<file path="config.mk">
export PLATFORM = sky130hd
export DESIGN_NAME = bscan_chain
export DESIGN_NICKNAME = d
export VERILOG_FILES = /design/src/rtl/bscan_pkg.sv /design/src/rtl/bscan_cell.sv /design/src/rtl/bscan_pin.sv /design/src/rtl/bscan_chain.sv
export SDC_FILE = /design/constraint.sdc
export NUM_CORES = 1
export LEC_CHECK = 0
export BUFFER_PORTS_ARGS = -buffer_cell sky130_fd_sc_hd__buf_2
export CELL_PAD_IN_SITES_DETAIL_PLACEMENT = 0
export CELL_PAD_IN_SITES_GLOBAL_PLACEMENT = 2
export CORE_UTILIZATION = 27
export DETAILED_ROUTE_END_ITERATION = 7
export PLACE_DENSITY = 0.81
export SLEW_MARGIN = 20
export SYNTH_ARGS = -nofsm -noshare
export SYNTH_HDL_FRONTEND = slang
export SYNTH_SLANG_ARGS = --single-unit
</file>
<file path="constraint.sdc">
create_clock -name clk -period 1.5 [get_ports clk]
set_input_delay 0.225 -clock clk [delete_from_list [all_inputs] [get_ports clk]]
set_output_delay 0.225 -clock clk [all_outputs]
set_load 0.01 [all_outputs]
</file>
<file path="src/rtl/bscan_pkg.sv">
package bscan_pkg;

   localparam int MAX_PINS = 64;
   localparam int KV_W     = 2 * MAX_PINS;

   typedef enum logic [1:0] {
      KIND_IN   = 2'd0,
      KIND_OUT  = 2'd1,
      KIND_TRI  = 2'd2,
      KIND_BIDI = 2'd3
   } pin_kind_e;

   function automatic int cell_count(input logic [1:0] kind);
      case (kind)
         2'd2:    return 2;
         2'd3:    return 3;
         default: return 1;
      endcase
   endfunction

   // first cell index of pin p (sum of the counts of all lower pins)
   function automatic int cell_base(input logic [KV_W-1:0] kinds, input int p);
      int acc;
      acc = 0;
      for (int i = 0; i < p; i++) acc += cell_count(kinds[2*i +: 2]);
      return acc;
   endfunction

endpackage

</file>
<file path="src/rtl/bscan_cell.sv">
module bscan_cell (
   input  logic clk,
   input  logic rst_n,
   input  logic clr,
   input  logic cap_en,
   input  logic shift_en,
   input  logic upd_en,
   input  logic cap_d,
   input  logic ser_in,
   output logic sh_q,
   output logic upd_q
);

   always_ff @(posedge clk or negedge rst_n) begin
      if (!rst_n) begin
         sh_q  <= 1'b0;
         upd_q <= 1'b0;
      end else if (clr) begin
         sh_q  <= 1'b0;
         upd_q <= 1'b0;
      end else begin
         if (cap_en)        sh_q <= cap_d;
         else if (shift_en) sh_q <= ser_in;
         if (upd_en)        upd_q <= sh_q;
      end
   end

endmodule

</file>
<file path="src/rtl/bscan_pin.sv">
module bscan_pin #(
   parameter bscan_pkg::pin_kind_e KIND = bscan_pkg::KIND_IN,
   parameter int NC = 1
) (
   input  logic          mode,
   input  logic          core_o,
   input  logic          core_oe,
   input  logic          pad_i,
   input  logic [NC-1:0] upd,
   output logic [NC-1:0] cap,
   output logic          core_i,
   output logic          pad_o,
   output logic          pad_oe
);

   if (NC != bscan_pkg::cell_count(KIND)) begin : g_bad_nc
      $error("bscan_pin: NC does not match pin kind");
   end

   if (KIND == bscan_pkg::KIND_IN) begin : g_in
      logic unused_core;
      assign unused_core = core_o ^ core_oe;
      assign cap[0] = pad_i;
      assign core_i = mode ? upd[0] : pad_i;
      assign pad_o  = 1'b0;
      assign pad_oe = 1'b0;
   end else if (KIND == bscan_pkg::KIND_OUT) begin : g_out
      logic unused_in;
      assign unused_in = core_oe ^ pad_i;
      assign cap[0] = core_o;
      assign core_i = 1'b0;
      assign pad_o  = mode ? upd[0] : core_o;
      assign pad_oe = 1'b1;
   end else if (KIND == bscan_pkg::KIND_TRI) begin : g_tri
      logic unused_in;
      assign unused_in = pad_i;
      assign cap    = {core_oe, core_o};
      assign core_i = 1'b0;
      assign pad_o  = mode ? upd[0] : core_o;
      assign pad_oe = mode ? upd[1] : core_oe;
   end else begin : g_bidi
      assign cap    = {core_oe, core_o, pad_i};
      assign core_i = mode ? upd[0] : pad_i;
      assign pad_o  = mode ? upd[1] : core_o;
      assign pad_oe = mode ? upd[2] : core_oe;
   end

endmodule

</file>
<file path="src/rtl/bscan_chain.sv">
module bscan_chain #(
   parameter int                  NPINS     = 4,
   parameter logic [2*NPINS-1:0]  PIN_KINDS = {2'd3, 2'd2, 2'd1, 2'd0},
   parameter int                  IR_W      = 4,
   parameter logic [IR_W-1:0]     IR_EXT    = '0,
   parameter logic [IR_W-1:0]     IR_SAMPLE = IR_W'(2)
) (
   input  logic             clk,
   input  logic             rst_n,
   input  logic             tlr,
   input  logic             capture_dr,
   input  logic             shift_dr,
   input  logic             update_dr,
   input  logic             tdi,
   input  logic [IR_W-1:0]  ir,
   output logic             tdo,
   output logic             ext_mode,
   input  logic [NPINS-1:0] core_o,
   input  logic [NPINS-1:0] core_oe,
   output logic [NPINS-1:0] core_i,
   input  logic [NPINS-1:0] pad_i,
   output logic [NPINS-1:0] pad_o,
   output logic [NPINS-1:0] pad_oe
);
   import bscan_pkg::*;

   localparam logic [KV_W-1:0] KINDS = KV_W'(PIN_KINDS);
   localparam int LEN = cell_base(KINDS, NPINS);

   if (NPINS < 1 || NPINS > MAX_PINS) begin : g_bad_npins
      $error("bscan_chain: NPINS out of range");
   end
   if (IR_EXT == IR_SAMPLE) begin : g_bad_codes
      $error("bscan_chain: instruction codes must differ");
   end

   logic           chain_sel;
   logic           cap_en, shift_en, upd_en;
   logic [LEN-1:0] cap_v, sh_v, upd_v;

   assign chain_sel = (ir == IR_EXT) || (ir == IR_SAMPLE);
   assign cap_en    = capture_dr & chain_sel;
   assign shift_en  = shift_dr   & chain_sel;
   assign upd_en    = update_dr  & chain_sel;

   always_ff @(posedge clk or negedge rst_n) begin
      if (!rst_n)   ext_mode <= 1'b0;
      else if (tlr) ext_mode <= 1'b0;
      else          ext_mode <= (ir == IR_EXT);
   end

   for (genvar c = 0; c < LEN; c++) begin : g_cell
      logic ser;
      if (c == LEN - 1) begin : g_head
         assign ser = tdi;
      end else begin : g_link
         assign ser = sh_v[c+1];
      end
      bscan_cell u_cell (
         .clk      (clk),
         .rst_n    (rst_n),
         .clr      (tlr),
         .cap_en   (cap_en),
         .shift_en (shift_en),
         .upd_en   (upd_en),
         .cap_d    (cap_v[c]),
         .ser_in   (ser),
         .sh_q     (sh_v[c]),
         .upd_q    (upd_v[c])
      );
   end

   for (genvar p = 0; p < NPINS; p++) begin : g_pin
      localparam pin_kind_e K  = pin_kind_e'(KINDS[2*p +: 2]);
      localparam int        NC = cell_count(K);
      localparam int        B  = cell_base(KINDS, p);
      bscan_pin #(.KIND(K), .NC(NC)) u_pin (
         .mode    (ext_mode),
         .core_o  (core_o[p]),
         .core_oe (core_oe[p]),
         .pad_i   (pad_i[p]),
         .upd     (upd_v[B +: NC]),
         .cap     (cap_v[B +: NC]),
         .core_i  (core_i[p]),
         .pad_o   (pad_o[p]),
         .pad_oe  (pad_oe[p])
      );
   end

   assign tdo = sh_v[0];

endmodule


</file>
Yosys cells after proc, flatten, opt, wreduce, memory -nomap -nowiden
Index checks and enable logic that the tools add are counted. Widths: inputs -> output; s select.

Eq/ne operators: 1. Multiplexer cells: 43. Bitwise operators: 3. Reductions and logical operators: 4.

Operators by type and width (number): $mux 1 (43); $eq 4x2->1 const B (1); $logic_not 4->1 (1); $and 1x1->1 (3); $reduce_bool 3->1 (1); $reduce_bool 2->1 (1); $logic_or 1x1->1 (1).

Register bits after elaboration: 15. Output and inout bits: 14.

Longest topological paths before layout
Depth after elaboration: 6. Gate-level depth with buffers: 4. Gate-level depth less buffers: 3.

By module
Synthesis repeated with hierarchy kept, for this count alone.

Cells, all modules: 86. Area, all modules: 925.9 um^2.

Modules (own cells, without submodules): bscan_cell (instances 7, cells each 8, area each 96.3 um^2, seq. area each 50.0 um^2); bscan_chain (instances 1, cells each 7, area each 60.1 um^2, seq. area each 25.0 um^2); bscan_pin (g_pin[3].u_pin) (instances 1, cells each 6, area each 56.3 um^2, seq. area each 0.0 um^2); bscan_pin (g_pin[2].u_pin) (instances 1, cells each 6, area each 48.8 um^2, seq. area each 0.0 um^2); bscan_pin (g_pin[1].u_pin) (instances 1, cells each 6, area each 45.0 um^2, seq. area each 0.0 um^2); bscan_pin (g_pin[0].u_pin) (instances 1, cells each 5, area each 41.3 um^2, seq. area each 0.0 um^2).

Worst setup path before layout
Ideal clock, no wire load.

Kind: register to output. From: reg ext_mode. To: out core_i[0]. Arrival time: 1127 ps. Path slack: 148 ps. Cell stages (with the launch flop): 4. Buffers on the path: 2. Cell sequence: dfrtp_1 -> clkbuf_1 -> mux2_1 -> buf_4.

Word-level cells in the longest chain between the ends: 1.

RTL lines: from (decl) (line bscan_chain.sv:17) `output logic ext_mode,`; from (signal assigned) (line bscan_chain.sv:49) `else ext_mode <= (ir == IR_EXT);`; $mux 1 (line bscan_pin.sv:24) `assign core_i = mode ? upd[0] : pad_i;`; to (decl) (line bscan_chain.sv:20) `output logic [NPINS-1:0] core_i,`.

No other way between the ends.

Final worst setup path
From: reg ext_mode. To: out pad_oe[3].

Word-level cells in the longest chain between the ends: 1.

RTL lines: $mux 1 (line bscan_pin.sv:45) `assign pad_oe = mode ? upd[2] : core_oe;`; to (decl) (line bscan_chain.sv:23) `output logic [NPINS-1:0] pad_oe`.

No other way between the ends.

==> impl_metrics.json <==
{
  "status": "finished with violations",
  "violations": "DRC",
  "synth_area_leader_cell": "dfrtp_1",
  "cp.arrival_ns": 1.27,
  "clockBufferDepth": 2,
  "crit_buf_inv": 2,
  "p_total_mw": 0.778,
  "cpLargestDelayFamily": "flip-flops",
  "drive_gt1_share_pct": 48.4,
  "cts_buffers": 3,
  "yosysMostFrequentCell": "dfrtp_1",
  "r2r_setup_slack_ns": 0.75,
  "routabilityCongestion": 0.685,
  "clk_latency_ns": 0.29,
  "ys_seq_area_share_pct": 44.7,
  "drtIter0Drc": 7,
  "synth_area_leaders": "dfrtp_1, buf_4, mux2_1",
  "dp_worst_setup_slack_ns": 0.210,
  "syn_inst": 71,
  "drv_cap": 0,
  "routed_wl_mm": 1.71,
  "via_count": 599,
  "start_util_pct": 29.4,
  "cts.sinks": 15,
  "ys_ff_latch": 15,
  "core_um2": 2850,
  "synth_top_area_share_pct": 44.7,
  "die_area_um2": 3340,
  "antenna_cells": 0,
  "synth_top_flop_cell": "dfrtp_1",
  "p_leak_nw": 0.496,
  "grt_pass1_wl_mm": 2.82,
  "rsz0062_at_grt": "yes",
  "fmax_mhz": 668,
  "hold_path_depth": 2,
  "dp_hpwl_mm": 1.25,
  "critPathMostFrequentCell": "buf_6",
  "crit_type": "reg2out",
  "setup_viol": 0,
  "hp-class": "in2reg",
  "yosys_warnings": 0,
  "synth-edff-count": 0,
  "critical_path.startpoint_type": "flip-flop",
  "syn_avg_cell_area_um2": 11.8,
  "async_flop_share_pct": 100,
  "io_buffers": 26,
  "viasPerCell": 4.83,
  "worstHoldStart": "ir[1]",
  "cts_tree": "done",
  "route.detailed.drc": 3,
  "fp.dieH_um": 57.8,
  "fin_nets": 117,
  "wire_per_inst_um": 13.8,
  "timing.final.ws_setup_ns": 0.00217,
  "critPathMaxStageDelay_ns": 0.42,
  "min_to": "ext_mode",
  "required_ns": 1.27,
  "path_cells": "buf_6, mux2_4, buf_6",
  "finalHoldViolCount": 0,
  "cts-root-buf": "clkbuf_4",
  "clk_pin_slew_ns": 0.10,
  "track_usage_pct": 11.2,
  "ant_nets": 0,
  "dieWidth_um": 57.8,
  "htree_levels": 1,
  "crit_path_max_fanout": 5,
  "end_kind": "primary output",
  "powerDensity_nw_per_um2": 738,
  "fp-row-count": 19,
  "grt_pass1_vias": 657,
  "period_share_pct": 99.9,
  "syn2layout_area_growth_pct": 25.6,
  "antenna_found_initial": 0,
  "syn_area_um2": 840,
  "grt_remaining_overflow": 0,
  "dr.pass1.iters": 8,
  "cp_slowest_cell": "dfrtp_2",
  "synth_common_cells": "dfrtp_1, buf_4",
  "slew_violations": 0,
  "grt_max_degree": 16,
  "period_needed_ns": 1.50,
  "rr_worst_depth": 2,
  "rr_startpoint": "g_cell[2].u_cell.sh_q",
  "pin_count": 37,
  "final.setup_skew_ns": 0.00268,
  "max-vdd-ir-drop_mv": 0.213,
  "r2r-end": "g_cell[1].u_cell.sh_q",
  "fillCellCount": 291,
  "synth_cell_types": 18
}
-- state kept, by name, summed over array words and instances (netlist names) --
register / cells
ext_mode: 1
g_cell.u_cell.upd_q: 7
g_cell.u_cell.sh_q: 7
-- power by group --
part	internal (mW)	total, mW	leakage (nW)	switching, mW
sequential	0.406	0.408	0.208	0.00159
combinational	0.0655	0.129	0.274	0.0635
clock	0.102	0.242	0.0139	0.140
total	0.573	0.778	0.496	0.205
-- layout by cell type, fill, tap and decap left out, drive strengths merged --
cell type,n
buf,29
dfrtp,15
mux2,7
mux2i,7
o2bb2ai,7
a22o,7
conb,5
clkbuf,3
nor2,3
a31oi,2
nand2,1
inv,1
or2,1
nand3,1
nor4b,1
and3,1
clkinvlp,1
dlygate4sd3,1
-- layout make-up --
| type | instances | area (µm²) | area share (%) |
|---|---|---|---|
| multi-input combinational | 43 | 392 | 37.1 |
| tap | 31 | 38.8 | 3.68 |
| inverter | 1 | 3.75 | 0.356 |
| clock inverter | 1 | 7.51 | 0.712 |
| timing repair buffer | 30 | 214 | 20.3 |
| sequential | 15 | 377 | 35.7 |
| clock buffer | 3 | 22.5 | 2.14 |
-- how the worst max path moves through the flow --
| stage | cells past startpoint | from | end | slack (ns) |
|---|---|---|---|---|
| after floorplan | 3 | ext_mode | core_i[0] | 0.15 |
| after global placement | 2 | ext_mode | core_i[0] | 0.20 |
| after detailed placement | 2 | ext_mode | core_i[0] | 0.21 |
| after CTS | 2 | ext_mode | core_i[0] | -0.03 |
| after global routing | 3 | ext_mode | pad_oe[3] | -0.05 |
| final | 3 | ext_mode | pad_oe[3] | 0.002 |
-- repair_timing --
| action | CTS | global route |
|---|---|---|
| hold endpoints to repair | 15 | 0 |
| setup buffers | 0 | 2 |
| gates resized for setup | 1 | 17 |
| hold buffers | 1 | 0 |
| setup endpoints to repair | 7 | 7 |
-- routing by layer --
| metal | vias up | track usage (%) | routed length [µm] |
|---|---|---|---|
| met5 | - | 0 | 0 |
| met4 | 0 | 1.02 | 0 |
| met3 | 0 | 4.91 | 115 |
| met2 | 19 | 19.8 | 865 |
| met1 | 290 | 13.0 | 727 |
| li1 | 290 | - | - |
-- stage by stage --
step	utilization [%]	setup TNS [ns]	std cells	area [µm²]	hold slack [ns]
4_1_cts	33.7	-0.129	122	962	0.0542
5_1_grt	37.0	-0.285	124	1050	0.0540
2_1_floorplan	-	0	74	851	-0.0706
6_report	37.0	0	124	1050	0.0639
3_5_place_dp	32.3	0	117	921	0.148
3_3_place_gp	32.3	0	117	921	0.142
-- logic make-up (layout without fill, tap and decap cells) --
group / Yosys count / in the layout / synth area share [%]
AO/OA/AOI/OAI: 16 / 16 / 17.6
buffers and inverters: 16 / 35 / 13.1
flip-flops: 15 / 15 / 44.7
multiplexers: 14 / 14 / 17.7
other: 2 / 5 / 0.895
AND/OR/NAND/NOR: 8 / 8 / 5.96
No activity file was read; power rests on OpenSTA's default activity.
